File: src/rtl/msa_pkg.sv
package msa_pkg;
  typedef enum logic {
    CAT_RX = 1'b0,
    CAT_TX = 1'b1
  } alloc_cat_e;
endpackage

File: src/rtl/msa_first_free.sv
// Lowest set bit of a candidate vector.
module msa_first_free #(
  parameter int N     = 64,
  parameter int IDX_W = $clog2(N)
) (
  input  logic [N-1:0]     cand_i,
  output logic             found_o,
  output logic [IDX_W-1:0] idx_o
);
  always_comb begin
    found_o = 1'b0;
    idx_o   = '0;
    for (int i = N - 1; i >= 0; i--) begin
      if (cand_i[i]) begin
        found_o = 1'b1;
        idx_o   = IDX_W'(i);
      end
    end
  end
endmodule

File: src/rtl/msa_flag_bank.sv
// Per-slot used flags; clear is applied ahead of set.
module msa_flag_bank #(
  parameter int N     = 64,
  parameter int IDX_W = $clog2(N)
) (
  input  logic             clk_i,
  input  logic             rst_ni,
  input  logic             clr_en_i,
  input  logic [IDX_W-1:0] clr_idx_i,
  input  logic             set_en_i,
  input  logic [IDX_W-1:0] set_idx_i,
  output logic [N-1:0]     used_o,
  output logic [N-1:0]     eff_o
);
  for (genvar g = 0; g < N; g++) begin : g_slot
    logic flag_q;
    logic clr_hit, set_hit;
    assign clr_hit  = clr_en_i && (clr_idx_i == IDX_W'(g));
    assign set_hit  = set_en_i && (set_idx_i == IDX_W'(g));
    assign eff_o[g] = flag_q && !clr_hit;
    assign used_o[g] = flag_q;
    always_ff @(posedge clk_i or negedge rst_ni) begin
      if (!rst_ni) flag_q <= 1'b0;
      else         flag_q <= eff_o[g] || set_hit;
    end
  end
endmodule

File: src/rtl/msg_slot_alloc.sv
module msg_slot_alloc #(
  parameter int POOL_SIZE = 64,
  localparam int IDX_W    = $clog2(POOL_SIZE),
  localparam int CNT_W    = $clog2(POOL_SIZE + 1)
) (
  input  logic             clk_i,
  input  logic             rst_ni,
  input  logic             alloc_req_i,
  input  logic             alloc_tx_i,
  output logic             alloc_ok_o,
  output logic             alloc_fail_o,
  output logic [IDX_W-1:0] alloc_idx_o,
  input  logic             rel_i,
  input  logic [IDX_W-1:0] rel_idx_i,
  output logic [CNT_W-1:0] used_cnt_o
);
  import msa_pkg::*;

  localparam int QUARTER = POOL_SIZE / 4;
  localparam logic [POOL_SIZE-1:0] TX_WIN =
    {{(POOL_SIZE - QUARTER){1'b1}}, {QUARTER{1'b0}}};

  initial begin
    if (POOL_SIZE % 4 != 0 || POOL_SIZE < 4)
      $error("POOL_SIZE must be a positive multiple of 4");
  end

  alloc_cat_e cat;
  logic [POOL_SIZE-1:0] used_q, used_eff, window, cand;
  logic found, grant, rel_hit;
  logic [IDX_W-1:0] first_idx;
  logic [CNT_W-1:0] cnt_q;

  assign cat    = alloc_cat_e'(alloc_tx_i);
  assign window = (cat == CAT_TX) ? TX_WIN : '1;
  assign cand   = ~used_eff & window;

  msa_first_free #(.N(POOL_SIZE), .IDX_W(IDX_W)) u_find (
    .cand_i (cand),
    .found_o(found),
    .idx_o  (first_idx)
  );

  assign grant = alloc_req_i && found;

  msa_flag_bank #(.N(POOL_SIZE), .IDX_W(IDX_W)) u_flags (
    .clk_i    (clk_i),
    .rst_ni   (rst_ni),
    .clr_en_i (rel_i),
    .clr_idx_i(rel_idx_i),
    .set_en_i (grant),
    .set_idx_i(first_idx),
    .used_o   (used_q),
    .eff_o    (used_eff)
  );

  assign rel_hit = rel_i && used_q[rel_idx_i];

  always_ff @(posedge clk_i or negedge rst_ni) begin
    if (!rst_ni) cnt_q <= '0;
    else         cnt_q <= cnt_q - CNT_W'(rel_hit) + CNT_W'(grant);
  end

  assign alloc_ok_o   = grant;
  assign alloc_fail_o = alloc_req_i && !found;
  assign alloc_idx_o  = first_idx;
  assign used_cnt_o   = cnt_q;
endmodule

File: config.mk
export PLATFORM = sky130hd
export DESIGN_NAME = msg_slot_alloc
export DESIGN_NICKNAME = d
export VERILOG_FILES = /design/src/rtl/msa_pkg.sv /design/src/rtl/msa_first_free.sv /design/src/rtl/msa_flag_bank.sv /design/src/rtl/msg_slot_alloc.sv
export SDC_FILE = /design/constraint.sdc
export NUM_CORES = 1
export LEC_CHECK = 0
export CELL_PAD_IN_SITES_DETAIL_PLACEMENT = 1
export CELL_PAD_IN_SITES_GLOBAL_PLACEMENT = 1
export CORE_ASPECT_RATIO = 1.4
export CORE_UTILIZATION = 51
export CTS_CLUSTER_DIAMETER = 200
export DETAILED_ROUTE_END_ITERATION = 8
export PLACE_DENSITY = 0.93
export SLEW_MARGIN = 20
export SYNTH_ARGS = -nofsm -noshare
export SYNTH_HDL_FRONTEND = slang
export SYNTH_HIERARCHICAL = 1
export SYNTH_SLANG_ARGS = --single-unit
File: constraint.sdc
create_clock -name clk_i -period 6.68 [get_ports clk_i]
set_clock_uncertainty 0.2 [all_clocks]
set_input_delay 1.336 -clock clk_i [delete_from_list [all_inputs] [get_ports clk_i]]
set_output_delay 1.336 -clock clk_i [all_outputs]
set_load 0.01 [all_outputs]
# Word level (Yosys, flattened, before mapping)
# Cells that the tools add are included.
classes:
  n_addsub: 2
  n_lt_le_gt_ge: 1
  n_eq_ne: 126
  mux: 131
  bitwise: 2
  n_reduce_logical: 326
op_table:
  columns: ["operator", "count"]
  rows:
  - ["$eq 6x6->1 const B", 64]
  - ["$mux 6", 64]
  - ["$logic_and 1x1->1", 195]
  - ["$eq 6x5->1 const B", 32]
  - ["$eq 6x4->1 const B", 16]
  - ["$logic_not 1->1", 65]
  - ["$mux 1", 65]
  - ["$and 64x64->64", 1]
  - ["$logic_or 1x1->1", 64]
  - ["$not 64->64", 1]
  - ["$eq 6x3->1 const B", 8]
  - ["$eq 6x2->1 const B", 4]
  - ["$mux 16", 1]
  - ["$eq 6x1->1 const B", 2]
  - ["$logic_not 6->1", 2]
  - ["$add 7x1->7", 1]
  - ["$lt 6x7->1 const B", 1]
  - ["$sub 7x1->7", 1]
  - ["$bmux 1 s6", 1]
totals:
  regBits: 71
  input_bits: 11
  out_inout_bits: 15
  elab_cells: 653

# Logic depth before layout (Yosys ltp)
depth:
  ltp_word: 73
  depth_mapped: 20
  depth_no_buf: 18

# By module
# Netlist, hierarchy kept.
by_module_without_submodules:
  columns: ["module", "n_inst", "cells_each", "area_each_um2", "seq_area_each_um2"]
  rows:
  - ["msa_flag_bank", 1, 316, 3420.8, 1601.5]
  - ["msg_slot_alloc", 1, 150, 1262.5, 175.2]
  - ["msa_first_free", 1, 140, 763.2, 0.0]

# Least setup slack after synthesis
# Ideal clock, no wire load.
synth_timing:
  path_type: "input to output"
  from: "input port rel_idx_i[4]"
  to: "output port alloc_idx_o[0]"
  arrival_time_ns: 3.488
  required_ns: 5.144
  path_slack_ns: 1.656
  cell_stages: 8
  n_path_buf: 1
  cell_sequence: "or3b_1 > clkbuf_1 > o21a_1 > nor2_1 > inv_1 > a2111oi_1 > nand4_1 > o211ai_1"
synth_via:
  elab_cells_between_ends: 322
  cone_classes: "63 x eq/ne; 64 x mux; 2 x bitwise; 193 x reduce/logical"
synth_lines:
  columns: ["element", "line_no", "source"]
  rows:
  - ["start, declared", "msg_slot_alloc.sv:14", "input logic [IDX_W-1:0] rel_idx_i,"]
  - ["$eq 6x3->1", "msa_flag_bank.sv:18", "assign clr_hit = clr_en_i && (clr_idx_i == IDX_W'(g));"]
  - ["$logic_and 1x1->1", "msa_flag_bank.sv:18", null]
  - ["$logic_not 1->1", "msa_flag_bank.sv:20", "assign eff_o[g] = flag_q && !clr_hit;"]
  - ["$logic_and 1x1->1", "msa_flag_bank.sv:20", null]
  - ["named net used_eff[5]", "msg_slot_alloc.sv:29", "logic [POOL_SIZE-1:0] used_q, used_eff, window, cand;"]
  - ["$not 64->64", "msg_slot_alloc.sv:36", "assign cand = ~used_eff & window;"]
  - ["$and 64x64->64", "msg_slot_alloc.sv:36", null]
  - ["named net cand[5]", "msg_slot_alloc.sv:29", null]
  - ["$mux 6 (6 in a row)", "msa_first_free.sv:14", "if (cand_i[i]) begin"]
  - ["end, declared", "msg_slot_alloc.sv:12", "output logic [IDX_W-1:0] alloc_idx_o,"]
# The timed path passes the listed nets, and every way through them passes these cells.

# Worst setup path in the final report
layout_timing:
  from: "input port rel_idx_i[4]"
  to: "output port alloc_idx_o[1]"
layout_via:
  elab_cells_between_ends: 322
  cone_classes: "63 x eq/ne; 64 x mux; 2 x bitwise; 193 x reduce/logical"
layout_lines:
  columns: ["element", "line_no"]
  rows:
  - ["$eq 6x5->1", "msa_flag_bank.sv:18"]
  - ["$logic_and 1x1->1", "msa_flag_bank.sv:18"]
  - ["$logic_not 1->1", "msa_flag_bank.sv:20"]
  - ["$logic_and 1x1->1", "msa_flag_bank.sv:20"]
  - ["named net used_eff[25]", "msg_slot_alloc.sv:29"]
  - ["$not 64->64", "msg_slot_alloc.sv:36"]
  - ["$and 64x64->64", "msg_slot_alloc.sv:36"]
  - ["named net cand[25]", "msg_slot_alloc.sv:29"]
  - ["$mux 6 (26 in a row)", "msa_first_free.sv:14"]
# The timed path passes the listed nets, and every way through them passes these cells.

==> flow_metrics.tcl <==
set metrics [dict create \
    h_tree_depth 3 \
    grt_pass1_vias 5334 \
    synthArstFlopShare_pct 100.0 \
    p_int_mw 1.264 \
    synth_area_per_cell_um2 8.988 \
    synth-seq-area-share_pct 32.62 \
    yosysWarnings 6 \
    post_cts.resized_instances 0 \
    drt.antenna.violating_nets 0 \
    critical_path_class "input port to output port" \
    setup-violations-final 0 \
    timing.hold.worst.class "flop to flop" \
    sum_neg_setup_slack_ns 0 \
    num_vias 4937 \
    post_layout_nonfiller_instances 717 \
    fin_hold_ws_ns 0.4229 \
    worst-endpoint-arrival_ns 5.01 \
    synth-seq-cells 71 \
    floorplan.die_area_um2 11100 \
    cts_inserted_buffers 9 \
    cts.hold.buffers_added 0 \
    clk_transition_reported_paths_ns 0.06 \
    drt_iter0_drc 519 \
    power_switching_uw 810.9 \
    vdd.ir_drop.worst_uv 341.7 \
    synthToLayoutAreaGrowth_pct 6.249 \
    final_gp_congestion 0.9852 \
    finalCoreUtilization_pct 55.62 \
    cts_root_buffer "clkbuf_16" \
    grt_first_pass_wirelength_um 31980 \
    timing_max_transition_violations_final 0 \
    final_min_period_over_clock_period_pct 97.98 \
    worstSetupEndpointType "output port" \
    proportion_of_netlist_area_held_by_the_largest_area_contributor_pct 32.62 \
    setup_repair_after_global_routing_missed_its_margin "false" \
    buffer_ports.inserted 25 \
    pre_antenna_drt_iters 6 \
    grt_start_max_net_pins 72 \
    netlist.top_cell.by_area "dfrtp_1" \
    post_drt_wl_per_cell_um 28.51 \
    globalRouteOverflowTotal 0 \
    row_count 44 \
    power.switching_fraction_pct 39.09 \
    hold_viol 0 \
    antenna_found_initial 2 \
    synthesis.area_um2 5446 \
    outcome "finished clean" \
    maxCapViolations 0 \
    totalWireLength_um 20440 \
    comb_power_share_pct 44.6 \
    clockPowerShare_pct 27.9 \
    worstSkewPairLatency_ns 0.34 \
    worstSetupStartpointType "input port" \
    route.detailed.vias_per_inst 6.886 \
    syn-num-nets 625 \
    layout.nets 592 \
    crit_path_max_fanout 11 \
    floorplan.die.height_um 124.3 \
    timing.slew.headroom_pct 38.62 \
    synth_cells 606 \
    floorplan.die.width_um 89.34 \
    yosysUniqueCellTypes 61 \
    floorplan.initialDensity_pct 52.34 \
    gr-usage-all-layers_pct 39.97 \
    post-place-ws_ns 0.2743 \
    dpl.hpwl_um 13810 \
    synth_edf_count 0 \
    fraction_of_final_layout_cells_with_drive_strength_greater_than_1_pct 10.03 \
    post_cts_buffers 0 \
    worst-slew-pin-transition_ns 0.9207 \
    ios 26 \
    fmaxAchievable_mhz 152.8 \
    tritoncts "yes" \
    worst-endpoint-required_ns 5.14 \
    layout_setup_ws_ns 0.1350 \
    placedCellCount 700 \
    clock_tree_buffer_depth 2 \
    synth_area_leaders "dfrtp_1 33%, o21a_1 9.1%, o21bai_1 9.0%, buf_4 8.8%, mux4_2 5.4%" \
    cts_sinks 71 \
    power_leakage_nw 2.231 \
    p_seq_share_pct 27.5 \
    drcViolationCount 0 \
    ys.flop_type "dfrtp_1" \
    power.density_cell_area_nw_per_um2 358.5 \
    min_period_ns 6.545 \
    core_um2 10410 \
]
synth_stat cells, types with 3 or more instances:
| library cell | number |
|---|---|
| inv_1 | 72 |
| dfrtp_1 | 71 |
| o21a_1 | 66 |
| o21bai_1 | 65 |
| buf_4 | 64 |
| nor2_1 | 50 |
| a21oi_1 | 18 |
| nand2_1 | 17 |
| clkbuf_1 | 16 |
| nor4_1 | 15 |
| mux4_2 | 13 |
| nand3_1 | 12 |
| nor2b_1 | 11 |
| nor3_1 | 11 |
| o21ai_0 | 10 |
| ha_1 | 7 |
| nand4bb_1 | 6 |
| xnor2_1 | 5 |
| buf_2 | 4 |
| mux4_1 | 4 |
| nand3b_1 | 4 |
| nand4_1 | 4 |
| nand4b_1 | 4 |
| o21ai_1 | 4 |
| or4_4 | 4 |
| a211oi_1 | 3 |
| mux2i_1 | 3 |
| or4b_1 | 3 |
worst max-delay path, cell delays in order:
cell and delay (ns):
clkdlybuf4s50_1 0.46, buf_4 0.22, nand3b_1 0.30, buf_4 0.29, o21a_1 0.21, inv_1 0.13, nor2_1 0.20, o31ai_1 0.17
a2111oi_0 0.69, o21ai_0 0.21, a21oi_1 0.21, clkdlybuf4s50_1 0.58
flip-flops by register name, summed over array words and instances (netlist names):
| signal | cells |
|---|---|
| used_cnt_o | 7 |
| u_flags/g_slot.flag_q | 64 |
cells in the final DEF, fill, tap and decap left out, types with 6 or more instances in the layout:
cell / n
inv_1: 72
dfrtp_1: 71
o21a_1: 66
o21bai_1: 65
nor2_1: 50
clkdlybuf4s50_1: 24
a21oi_1: 18
nand2_1: 17
buf_4: 15
nor4_1: 15
mux4_2: 13
nand3_1: 12
nor2b_1: 11
nor3_1: 11
o21ai_0: 10
clkbuf_16: 9
ha_1: 7
nand4bb_1: 6
layout make-up:
cell class,instances,area [um2]
diodes,1,2.502
clock buffers,11,252.7
clock inverters,5,103.9
fillers,1161,4618
inverters,72,270.3
multi-input cells,378,2830
flip-flops and latches,71,1777
well taps,138,172.7
repair buffers,41,377.9
power by group through the flow:
| stage | logic, mW | registers (mW) | clock network (mW) |
|---|---|---|---|
| floorplan | 0.580 | 0.566 | 0 |
| CTS | 0.895 | 0.567 | 0.580 |
| detailed placement | 0.854 | 0.572 | 0 |
| finish | 0.926 | 0.570 | 0.578 |
| global placement | 0.805 | 0.562 | 0 |
| global route | 0.984 | 0.577 | 0.599 |
per-stage QoR:
step | power (mW) | cell area (um2)
floorplan | 1.146 | 5446
global placement | 1.367 | 5425
detailed placement | 1.425 | 5425
CTS | 2.043 | 5782
global route | 2.160 | 5787
finish | 2.074 | 5787
path summary, 6_finish.rpt:
kind	to	slack, ns	cells past startpoint	from
max	alloc_idx_o[1]	0.13	12	rel_idx_i[4]
min	used_cnt_o[6]	0.42	2	used_cnt_o[6]
max reg2reg	used_cnt_o[6]	2.57	16	u_flags/g_slot[48].flag_q
min reg2reg	used_cnt_o[6]	0.42	2	used_cnt_o[6]
max in group asynchronous	u_flags/g_slot[41].flag_q	4.67	2	rst_ni
min in group asynchronous	u_flags/g_slot[1].flag_q	1.02	2	rst_ni
cells by family (layout without fill, tap and decap cells):
logic type / Yosys count / after routing / share of synthesized area, %
AOI/OAI and AO/OA: 189 / 189 / 25.02
DFF: 71 / 71 / 32.62
muxes: 21 / 21 / 8.063
other: 0 / 1 / 0
buffers and inverters: 157 / 129 / 15.46
xor gates and xnor gates: 5 / 5 / 0.8040
and+or+nand+nor: 155 / 155 / 16.06
adders and majority gates: 8 / 8 / 1.976
metal layers:
layer	routed length (um)	GRT usage, %	up-vias
met2	9752	61.34	330
met3	1923	12.46	131
met1	7117	46.35	2448
li1	-	-	2026
met5	17	0	-
met4	1632	28.10	2
Note: power is estimated with default switching activity, not from simulation.
